### src/rtl/lldma_pkg.sv
package lldma_pkg;
  typedef enum logic [1:0] {ST_IDLE, ST_MOVE, ST_FREQ, ST_FWAIT} walk_st_t;

  // link word fields (decoded by the walker on every fetch)
  localparam int LNK_CONT   = 31;
  localparam int LNK_RELOAD = 30;
  localparam int LNK_ACK    = 29;
  localparam int OFF_W      = 29;

  // register indices
  localparam logic [2:0] RI_CTRL = 3'd0;
  localparam logic [2:0] RI_BASE = 3'd1;
  localparam logic [2:0] RI_LINK = 3'd2;
  localparam logic [2:0] RI_ADDR = 3'd3;
  localparam logic [2:0] RI_SIZE = 3'd4;
  localparam logic [2:0] RI_STAT = 3'd5;
endpackage

### src/rtl/ll_dma_regs.sv
module ll_dma_regs
  import lldma_pkg::*;
#(
  parameter int AW    = 32,
  parameter int LEN_W = 16
) (
  input  logic             clk,
  input  logic             rst,
  input  logic             reg_we,
  input  logic [2:0]       reg_addr,
  input  logic [31:0]      reg_wdata,
  output logic [31:0]      reg_rdata,
  input  logic             busy,
  input  logic             done,
  input  logic             err,
  output logic [AW-1:0]    cfg_base,
  output logic [31:0]      cfg_link,
  output logic [AW-1:0]    cfg_addr,
  output logic [LEN_W-1:0] cfg_size,
  output logic             chain,
  output logic             dir,
  output logic             start,
  output logic             stop
);
  logic [2:0] ctrl_q;

  assign chain = ctrl_q[1];
  assign dir   = ctrl_q[2];

  always_ff @(posedge clk) begin
    if (rst) begin
      ctrl_q    <= '0;
      cfg_base  <= '0;
      cfg_link  <= '0;
      cfg_addr  <= '0;
      cfg_size  <= '0;
      start     <= 1'b0;
      stop      <= 1'b0;
      reg_rdata <= '0;
    end else begin
      start <= 1'b0;
      stop  <= 1'b0;
      if (reg_we) begin
        case (reg_addr)
          RI_CTRL: begin
            ctrl_q <= reg_wdata[2:0];
            if (reg_wdata == 32'd0) stop <= 1'b1;
            else if (reg_wdata[0] && !busy) start <= 1'b1;
          end
          RI_BASE: if (!busy) cfg_base <= reg_wdata[AW-1:0];
          RI_LINK: if (!busy) cfg_link <= reg_wdata;
          RI_ADDR: if (!busy) cfg_addr <= reg_wdata[AW-1:0];
          RI_SIZE: if (!busy) cfg_size <= reg_wdata[LEN_W-1:0];
          default: ;
        endcase
      end
      case (reg_addr)
        RI_CTRL: reg_rdata <= {29'd0, ctrl_q};
        RI_BASE: reg_rdata <= 32'(cfg_base);
        RI_LINK: reg_rdata <= cfg_link;
        RI_ADDR: reg_rdata <= 32'(cfg_addr);
        RI_SIZE: reg_rdata <= 32'(cfg_size);
        RI_STAT: reg_rdata <= {29'd0, busy, err, done};
        default: reg_rdata <= '0;
      endcase
    end
  end
endmodule

### src/rtl/ll_dma_walker.sv
module ll_dma_walker
  import lldma_pkg::*;
#(
  parameter int AW          = 32,
  parameter int LEN_W       = 16,
  parameter int BURST_BYTES = 32
) (
  input  logic             clk,
  input  logic             rst,
  input  logic             start,
  input  logic             stop,
  input  logic             chain,
  input  logic             dir,
  input  logic [AW-1:0]    cfg_base,
  input  logic [31:0]      cfg_link,
  input  logic [AW-1:0]    cfg_addr,
  input  logic [LEN_W-1:0] cfg_size,
  input  logic [LEN_W-1:0] blk_bytes,
  input  logic             mem_gnt,
  input  logic [31:0]      mem_rdata,
  input  logic [31:0]      wr_data,
  output logic             mem_req,
  output logic             mem_we,
  output logic [AW-1:0]    mem_addr,
  output logic [31:0]      mem_wdata,
  output logic             buf_ack,
  output logic             busy,
  output logic             done,
  output logic             err
);
  localparam int BW = $clog2(BURST_BYTES);

  walk_st_t         st;
  logic [31:0]      cur_link, nlink;
  logic [AW-1:0]    cur_addr, fetch_base;
  logic [LEN_W-1:0] cnt, len_keep, fin_sz, dec;
  logic [1:0]       fidx;
  logic             stop_pend, dir_q;

  assign fin_sz    = (fidx == 2'd2) ? mem_rdata[LEN_W-1:0] : len_keep;
  assign dec       = (cnt < LEN_W'(4)) ? cnt : LEN_W'(4);
  assign busy      = (st != ST_IDLE);
  assign mem_req   = (st == ST_MOVE && cnt != '0) || (st == ST_FREQ);
  assign mem_we    = (st == ST_MOVE) && dir_q;
  assign mem_addr  = (st == ST_FREQ) ? fetch_base + AW'({fidx, 2'b00}) : cur_addr;
  assign mem_wdata = wr_data;

  always_ff @(posedge clk) begin
    if (rst) begin
      st         <= ST_IDLE;
      cur_link   <= '0;
      nlink      <= '0;
      cur_addr   <= '0;
      fetch_base <= '0;
      cnt        <= '0;
      len_keep   <= '0;
      fidx       <= '0;
      stop_pend  <= 1'b0;
      dir_q      <= 1'b0;
      buf_ack    <= 1'b0;
      done       <= 1'b0;
      err        <= 1'b0;
    end else begin
      buf_ack <= 1'b0;
      if (stop && st != ST_IDLE) stop_pend <= 1'b1;
      case (st)
        ST_IDLE: if (start) begin
          done      <= 1'b0;
          err       <= 1'b0;
          stop_pend <= 1'b0;
          dir_q     <= dir;
          cur_addr  <= cfg_addr;
          if (chain) begin
            cur_link <= cfg_link;
            cnt      <= cfg_size;
            len_keep <= cfg_size;
          end else begin
            cur_link <= '0;
            cnt      <= blk_bytes;
            len_keep <= blk_bytes;
          end
          if (cfg_addr[1:0] != 2'b00 ||
              (chain && cfg_link[LNK_CONT] && cfg_size[BW-1:0] != '0)) err <= 1'b1;
          else st <= ST_MOVE;
        end
        ST_MOVE: begin
          if (cnt == '0) begin
            buf_ack    <= cur_link[LNK_ACK];
            fidx       <= 2'd0;
            fetch_base <= cfg_base + AW'(cur_link[OFF_W-1:0]);
            if (stop_pend) st <= ST_IDLE;
            else if (cur_link[LNK_CONT]) st <= ST_FREQ;
            else begin
              done <= 1'b1;
              st   <= ST_IDLE;
            end
          end else if (mem_gnt) begin
            cur_addr <= cur_addr + AW'(4);
            cnt      <= cnt - dec;
          end
        end
        ST_FREQ: if (mem_gnt) st <= ST_FWAIT;
        ST_FWAIT: begin
          if (fidx == 2'd0) begin
            nlink <= mem_rdata;
            fidx  <= 2'd1;
            st    <= ST_FREQ;
          end else if (fidx == 2'd1 && mem_rdata[1:0] != 2'b00) begin
            err <= 1'b1;
            st  <= ST_IDLE;
          end else if (fidx == 2'd1 && cur_link[LNK_RELOAD]) begin
            cur_addr <= mem_rdata[AW-1:0];
            fidx     <= 2'd2;
            st       <= ST_FREQ;
          end else begin
            if (fidx == 2'd1) cur_addr <= mem_rdata[AW-1:0];
            if (nlink[LNK_CONT] && fin_sz[BW-1:0] != '0) begin
              err <= 1'b1;
              st  <= ST_IDLE;
            end else begin
              cnt      <= fin_sz;
              len_keep <= fin_sz;
              cur_link <= nlink;
              st       <= ST_MOVE;
            end
          end
        end
        default: st <= ST_IDLE;
      endcase
    end
  end


  err_quiet_chk: assert property (@(posedge clk) disable iff (rst) err |-> !mem_req);

  addr_hold_chk: assert property (@(posedge clk) disable iff (rst)
    (mem_req && !mem_gnt) |=> (mem_req && $stable(mem_addr)));

  done_idle_chk: assert property (@(posedge clk) disable iff (rst) done |-> !busy);

  word_align_chk: assert property (@(posedge clk) disable iff (rst)
    mem_req |-> (mem_addr[1:0] == 2'b00));

  ack_pulse_chk: assert property (@(posedge clk) disable iff (rst) buf_ack |=> !buf_ack);
endmodule

### src/rtl/ll_dma.sv
module ll_dma #(
  parameter int AW          = 32,
  parameter int LEN_W       = 16,
  parameter int BURST_BYTES = 32
) (
  input  logic             clk,
  input  logic             rst,
  input  logic             reg_we,
  input  logic [2:0]       reg_addr,
  input  logic [31:0]      reg_wdata,
  output logic [31:0]      reg_rdata,
  input  logic [LEN_W-1:0] blk_bytes,
  input  logic [31:0]      wr_data,
  output logic             mem_req,
  output logic             mem_we,
  output logic [AW-1:0]    mem_addr,
  output logic [31:0]      mem_wdata,
  input  logic             mem_gnt,
  input  logic [31:0]      mem_rdata,
  output logic             buf_ack
);
  logic [AW-1:0]    cfg_base, cfg_addr;
  logic [31:0]      cfg_link;
  logic [LEN_W-1:0] cfg_size;
  logic             chain, dir, start, stop, busy, done, err;

  ll_dma_regs #(.AW(AW), .LEN_W(LEN_W)) u_regs (
    .clk(clk), .rst(rst), .reg_we(reg_we), .reg_addr(reg_addr),
    .reg_wdata(reg_wdata), .reg_rdata(reg_rdata),
    .busy(busy), .done(done), .err(err),
    .cfg_base(cfg_base), .cfg_link(cfg_link), .cfg_addr(cfg_addr),
    .cfg_size(cfg_size), .chain(chain), .dir(dir), .start(start), .stop(stop)
  );

  ll_dma_walker #(.AW(AW), .LEN_W(LEN_W), .BURST_BYTES(BURST_BYTES)) u_walk (
    .clk(clk), .rst(rst), .start(start), .stop(stop), .chain(chain), .dir(dir),
    .cfg_base(cfg_base), .cfg_link(cfg_link), .cfg_addr(cfg_addr),
    .cfg_size(cfg_size), .blk_bytes(blk_bytes),
    .mem_gnt(mem_gnt), .mem_rdata(mem_rdata), .wr_data(wr_data),
    .mem_req(mem_req), .mem_we(mem_we), .mem_addr(mem_addr), .mem_wdata(mem_wdata),
    .buf_ack(buf_ack), .busy(busy), .done(done), .err(err)
  );
endmodule

### config.mk
export PLATFORM = sky130hd
export DESIGN_NAME = ll_dma
export DESIGN_NICKNAME = d
export VERILOG_FILES = /design/src/rtl/lldma_pkg.sv /design/src/rtl/ll_dma_regs.sv /design/src/rtl/ll_dma_walker.sv /design/src/rtl/ll_dma.sv
export SDC_FILE = /design/constraint.sdc
export NUM_CORES = 1
export LEC_CHECK = 0
export ABC_CLOCK_PERIOD_IN_PS = 3200
export BUFFER_PORTS_ARGS = -buffer_cell sky130_fd_sc_hd__buf_2
export CAP_MARGIN = 30
export CELL_PAD_IN_SITES_DETAIL_PLACEMENT = 0
export CELL_PAD_IN_SITES_GLOBAL_PLACEMENT = 1
export CORE_MARGIN = 1
export CORE_UTILIZATION = 27
export CTS_CLUSTER_DIAMETER = 50
export CTS_CLUSTER_SIZE = 40
export DETAILED_ROUTE_END_ITERATION = 10
export PLACE_DENSITY = 0.63
export REMOVE_ABC_BUFFERS = 1
export SLEW_MARGIN = 20
export SYNTH_ARGS = -nofsm -noshare
export SYNTH_HDL_FRONTEND = slang
export SYNTH_SLANG_ARGS = --single-unit
export TNS_END_PERCENT = 30
### constraint.sdc
create_clock -name clk -period 3.2 [get_ports clk]
set_input_delay 0.64 -clock clk [delete_from_list [all_inputs] [get_ports clk]]
set_output_delay 0.64 -clock clk [all_outputs]
set_load 0.05 [all_outputs]
# Yosys cells after proc, flatten, opt, wreduce, memory -nomap -nowiden
# Cells that the tools add are included.
[totals]
output_inout_bits = 99
elab_cells = 165
in_bits = 119
register_bits = 318
[classes]
reduce_logical = 45
magnitude_cmp = 1
eq_ne = 27
bitwise = 5
mux = 62
add_sub_neg = 4
[ops]
columns = ["op", "n"]
rows = [
  ["2-to-1 mux 32 bit", 14],
  ["case mux 32 bit (6 select lines)", 1],
  ["2-to-1 mux 16 bit", 10],
  ["case mux 32 bit (3 select lines)", 1],
  ["case mux 32 bit (2 select lines)", 1],
  ["case mux 16 bit (3 select lines)", 1],
  ["adder 32 x 29 -> 32 bit", 1],
  ["adder 32 x 3 -> 32 bit (second input constant)", 1],
  ["adder 32 x 4 -> 32 bit", 1],
  ["logical NOT 32 bit", 1],
  ["case mux 16 bit (2 select lines)", 1],
  ["2-to-1 mux 2 bit", 13],
  ["inequality test 2 bit (second input constant)", 12],
  ["logical NOT 16 bit", 1],
  ["< comparator 16 x 3 -> 1 bit (second input constant)", 1],
  ["2-to-1 mux 1 bit", 16],
  ["nonzero test 16 bit", 1],
  ["subtractor 16 bit", 1],
  ["AND reduction 3 bit", 4],
  ["nonzero test 2 bit", 6],
  ["AND reduction 5 bit", 2],
  ["nonzero test 5 bit", 2],
  ["logical AND 1 bit", 9],
  ["inequality test 3 x 1 -> 1 bit (second input constant)", 3],
  ["other kinds (22)", 40],
]

# Logic depth before layout (Yosys ltp)
[depth]
depth_word = 9
mapped_depth = 13

# By module
# A second synthesis with hierarchy kept.
[unflattened]
hier_cells = 2248
area_unflattened_um2 = 17538.1
[by_module_without_submodules]
columns = ["module", "area_per_inst_um2", "cells_each", "instances"]
rows = [
  ["ll_dma_walker", 11204.5, 1509, 1],
  ["ll_dma_regs", 6333.6, 739, 1],
]

# Worst setup path before layout
# OpenSTA, ideal clock, no wires.
[synth_timing]
kind = "reg-to-output"
start = "register u_walk.fidx[1]"
end = "output port mem_addr[30]"
path_stages_with_launch = 9
path_buffers = 0
arrival_ps = 2794
setup_slack_ps = -234
required_time_ps = 2560
path_cell_list = "dfxtp_1 > inv_1 > fa_1 > nor3_1 > nand4_1 > nor2_1 > nand3_1 > xor2_1 > a21oi_1"
[synth_between]
elab_chain_cells = 2
[synth_lines]
columns = ["element", "line_no", "text"]
rows = [
  ["start, declared", "ll_dma_walker.sv:37", "logic [1:0] fidx;"],
  ["start signal, assigned", "ll_dma_walker.sv:57", "fidx <= '0;"],
  ["start signal, assigned", "ll_dma_walker.sv:89", "fidx <= 2'd0;"],
  ["start signal, assigned", "ll_dma_walker.sv:106", "fidx <= 2'd1;"],
  ["adder 32 x 4 -> 32 bit", "ll_dma_walker.sv:45", "assign mem_addr = (st == ST_FREQ) ? fetch_base + AW'({fidx, 2'b00}) : cur_addr;"],
  ["2-to-1 mux 32 bit", "ll_dma_walker.sv:45", ""],
  ["end, declared", "ll_dma.sv:16", "output logic [AW-1:0] mem_addr,"],
]
# Every way passes these cells.

# Worst setup path in the final report
[layout_timing]
start = "register u_walk.fetch_base[2]"
end = "output port mem_addr[20]"
[layout_between]
elab_chain_cells = 2
[layout_lines]
columns = ["element", "line_no", "text"]
rows = [
  ["start, declared", "ll_dma_walker.sv:35", "logic [AW-1:0] cur_addr, fetch_base;"],
  ["start signal, assigned", "ll_dma_walker.sv:90", "fetch_base <= cfg_base + AW'(cur_link[OFF_W-1:0]);"],
  ["adder 32 x 4 -> 32 bit", "ll_dma_walker.sv:45", ""],
  ["2-to-1 mux 32 bit", "ll_dma_walker.sv:45", ""],
]
# Every way passes these cells.

==> metrics.txt <==
insertion delay of the later-clocked pin in the worst-skew pair 590 ps; remaining global-route overflow 0; Die Area 64,480 sq um; Clock Power Share 44.2%; cell-internal power 8.192 mW; initial antenna violation count 1; number of setup violations in the final report 11; total via count after detailed routing 17,077; worst stage delay on the critical path 370 ps; wire length of the first global-routing pass 104.2 mm; CTS tree done; Stages on worst setup path 11; cell-by-cell listing of the critical path ha_4, inv_2, fa_2, buf_4, buf_6, nor4_2, buf_4, nand3_1, xor2_1, a21oi_2, buf_6; transition time at the pin with the least slew margin 815.9 ps; switch share 33.29%; RePlAce Congestion 0.8655; DRC errors left 0; H-Tree Depth 2; count of max-cap constraint violations 0; number of distinct library cell variants in the gate-level netlist after synthesis 79; Top Ports 218; FF+latch count, synth 318; Layout Skew 18.12 ps; starting density of the core 27.57%; Pwr Total 12.28 mW; part of the power in combinational logic 19.8%; vias per inst 5.202; Final Core Density 33.60%; count of input and output buffers 153; unrepaired setup endpoints after global routing true; violations in the final reports setup timing; final number of hold-violating endpoints 0; post-layout min period 3322 ps; cell area reported after detailed placement 18,870 sq um; total negative slack for setup checks -713.6 ps; Warnings, synthesis 0; fraction of layout instances using a drive strength above 1 18.85%; GRT Util Overall 21.37%; worst slew slack as a fraction of its limit 45.10%; clock root buffer master sky130_fd_sc_hd__clkbuf_16; cell at the slowest stage of the critical path sky130_fd_sc_hd__fa_2; height of the die 253.9 um; max frequency 301.0 MHz; WHS Path Cells 3; kind of cell with the highest combined delay on the critical path buffers and inverters; class of the most critical setup path flop to output pin; Avg Inst Size Synth 7.425 sq um; worst r2r path cells 11; DRT antenna net count 0; hold_sp mem_rdata[24]; Startpoint Class flop; detailed-router iteration count before antenna repair 6; synthesized area 17,140 sq um; endpoint of the worst hold-timing path u_walk.nlink[24]$_SDFFE_PP0P_; number of global-route vias before repair 16,316; fin crit share 103.8%; number of flops mapped to enable cells by yosys 0; Crit Reg-Reg Endpoint u_walk.fetch_base[30]$_SDFFE_PP0P_; run status finished with violations; arrival time of the worst setup path 2680 ps; critical path capture point type output pin; number of buffers and inverters on the critical path 5; Reg2Reg Launch Point u_regs.cfg_base[0]$_SDFFE_PP0P_; maximum number of pins on one net before global-route repair 81; average wire per cell in the routed design 21.24 um; # clock sinks 318; Clock Path Buffers 3; initial DRC count 1,388; Hold Crit Class input pin to flop; Worst IR Drop VDD 366.1 uV; HPWL after detailed placement 49.17 mm; async set or reset register ratio after synthesis 0%; top_reg_cell synth sky130_fd_sc_hd__dfxtp_1; final max-slew violation count 0; power dissipated by switching net loads 4.089 mW; number of buffers added by the clock tree synthesis step 48; total non-filler cell area in the finished layout 20,890 sq um; Worst Setup Slack, final -122.3 ps; most used cells in the layout excluding fill and tap cells 433 x sky130_fd_sc_hd__nand2_1, 338 x sky130_fd_sc_hd__a21oi_1, 309 x sky130_fd_sc_hd__dfxtp_1; P&R area growth vs syn 21.90%; die outline width 253.9 um; net count of the finished layout 2,563; count of hold buffers inserted by post-cts repair 0; # rows 91; internal reg-to-reg setup slack 130 ps; power per unit of standard cell area 587.9 nW/um^2; CTS clk-pin slew, worst paths 60 ps; leakage power of the design 7.673 nW; share of synthesized area occupied by flip-flops and latches 37.15%; CP Data Required Time 2560 ps; number of instances in the synthesized netlist 2,308; Final Routed Wirelength 69.74 mm; core area 62,170 sq um; smallest hold slack 298.7 ps; Max FO, Critical Path 3; share of power burned in registers 36.0%; most common library cell in the layout ignoring fill and taps sky130_fd_sc_hd__nand2_1
-- cells in the mapped netlist, drive strengths merged, types with 10 or more instances --
master | number | area [sq um]
a22oi | 36 | 270.3
a211oi | 58 | 435.4
o21a | 13 | 97.59
nor4 | 20 | 146.4
dfxtp | 318 | 6366
or4 | 10 | 75.07
and3 | 79 | 494.2
ha | 37 | 462.9
clkbuf | 143 | 536.8
nand3 | 50 | 255.3
o21ai | 68 | 340.3
nand2 | 433 | 1625
nor2 | 257 | 967.2
mux2 | 45 | 506.7
xnor2 | 17 | 148.9
o31ai | 10 | 75.07
nand4 | 14 | 93.84
a221oi | 20 | 175.2
inv | 31 | 116.4
a311oi | 18 | 175.2
xor2 | 27 | 236.5
nor3 | 44 | 220.2
or3 | 25 | 156.4
a21o | 21 | 158.9
a21oi | 355 | 1780
buf | 57 | 364.1
a31oi | 10 | 62.56
-- flip-flops by register name (all words and copies together), names as in the netlist, 2 cells and up --
| register | cells |
|---|---|
| u_regs.reg_rdata | 32 |
| u_walk.cnt | 16 |
| u_walk.cur_link | 32 |
| u_regs.cfg_link | 32 |
| u_regs.cfg_size | 16 |
| u_walk.nlink | 32 |
| u_regs.cfg_base | 32 |
| u_walk.cur_addr | 32 |
| u_walk.len_keep | 16 |
| u_walk.fidx | 2 |
| u_walk.st | 2 |
| u_regs.ctrl_q | 3 |
| u_regs.cfg_addr | 32 |
| u_walk.fetch_base | 32 |
-- metrics by stage --
stage	worst slack, ps	cells
finish	-122.3	3283
global route	-299.1	3283
CTS	-127.4	3280
detailed placement	86.87	3186
global placement	97.26	3186
floorplan	-2225	2108
-- final cells by class --
type	instances	area (sq um)
tap	837	1047
sequential	318	6380
clock inverter	39	386.6
clock buffer	51	1254
fill	6727	41280
antenna	1	2.502
inverter	31	116.4
timing repair buffer	247	1718
multi-input combinational	1759	9985
-- timing repair --
| item | CTS | global route |
|---|---|---|
| endpoints found under the setup margin | 29 | 28 |
| resized for setup | 85 | 14 |
| setup buffers | 4 | 2 |
| pin swaps | 17 | 6 |
-- per-layer routing --
layer	part of all wire, %	GRT usage [%]	up-vias	wire length (um)
met1	45	28.75	8136	31450
met3	6.4	4.036	99	4477
met4	2.1	5.714	0	1495
met5	0	0	-	0
li1	-	-	8282	-
met2	46	34.72	560	32320
-- kinds of logic after synthesis --
family | share of synthesized area (%)
other cells | 0.02188
compound gates | 23.11
mux | 3.556
xor+xnor | 2.249
flops | 37.15
simple gates | 25.04
buf+inv | 5.936
fa+ha+maj | 2.935
-- power groups by stage --
stage | Clock [mW] | Sequential (mW) | Combinational, mW
floorplan | 0 | 4.44 | 1.38
global placement | 0 | 4.48 | 2.38
detailed placement | 0 | 4.49 | 2.38
CTS | 5.53 | 4.41 | 2.42
global route | 5.71 | 4.44 | 2.66
finish | 5.43 | 4.42 | 2.44
-- worst min-delay path, cell delays in order --
cell and delay, ps:
sky130_fd_sc_hd__buf_2 100, sky130_fd_sc_hd__nand2_1 50, sky130_fd_sc_hd__a21oi_1 50
-- worst max path at each step --
stage	startpoint	to	slack, ps
after global routing	u_walk.fetch_base[2]$_SDFFE_PP0P_	mem_addr[28]	-300
after floorplan	u_walk.st[1]$_SDFFE_PP0P_	u_walk.cnt[3]$_SDFFE_PP0P_	-2220
after detailed placement	u_regs.cfg_base[0]$_SDFFE_PP0P_	u_walk.fetch_base[30]$_SDFFE_PP0P_	90
after CTS	u_walk.fetch_base[2]$_SDFFE_PP0P_	mem_addr[30]	-130
after global placement	u_regs.cfg_base[0]$_SDFFE_PP0P_	u_walk.fetch_base[30]$_SDFFE_PP0P_	100
final	u_walk.fetch_base[2]$_SDFFE_PP0P_	mem_addr[20]	-120
(Power assumes the default switching activity.)
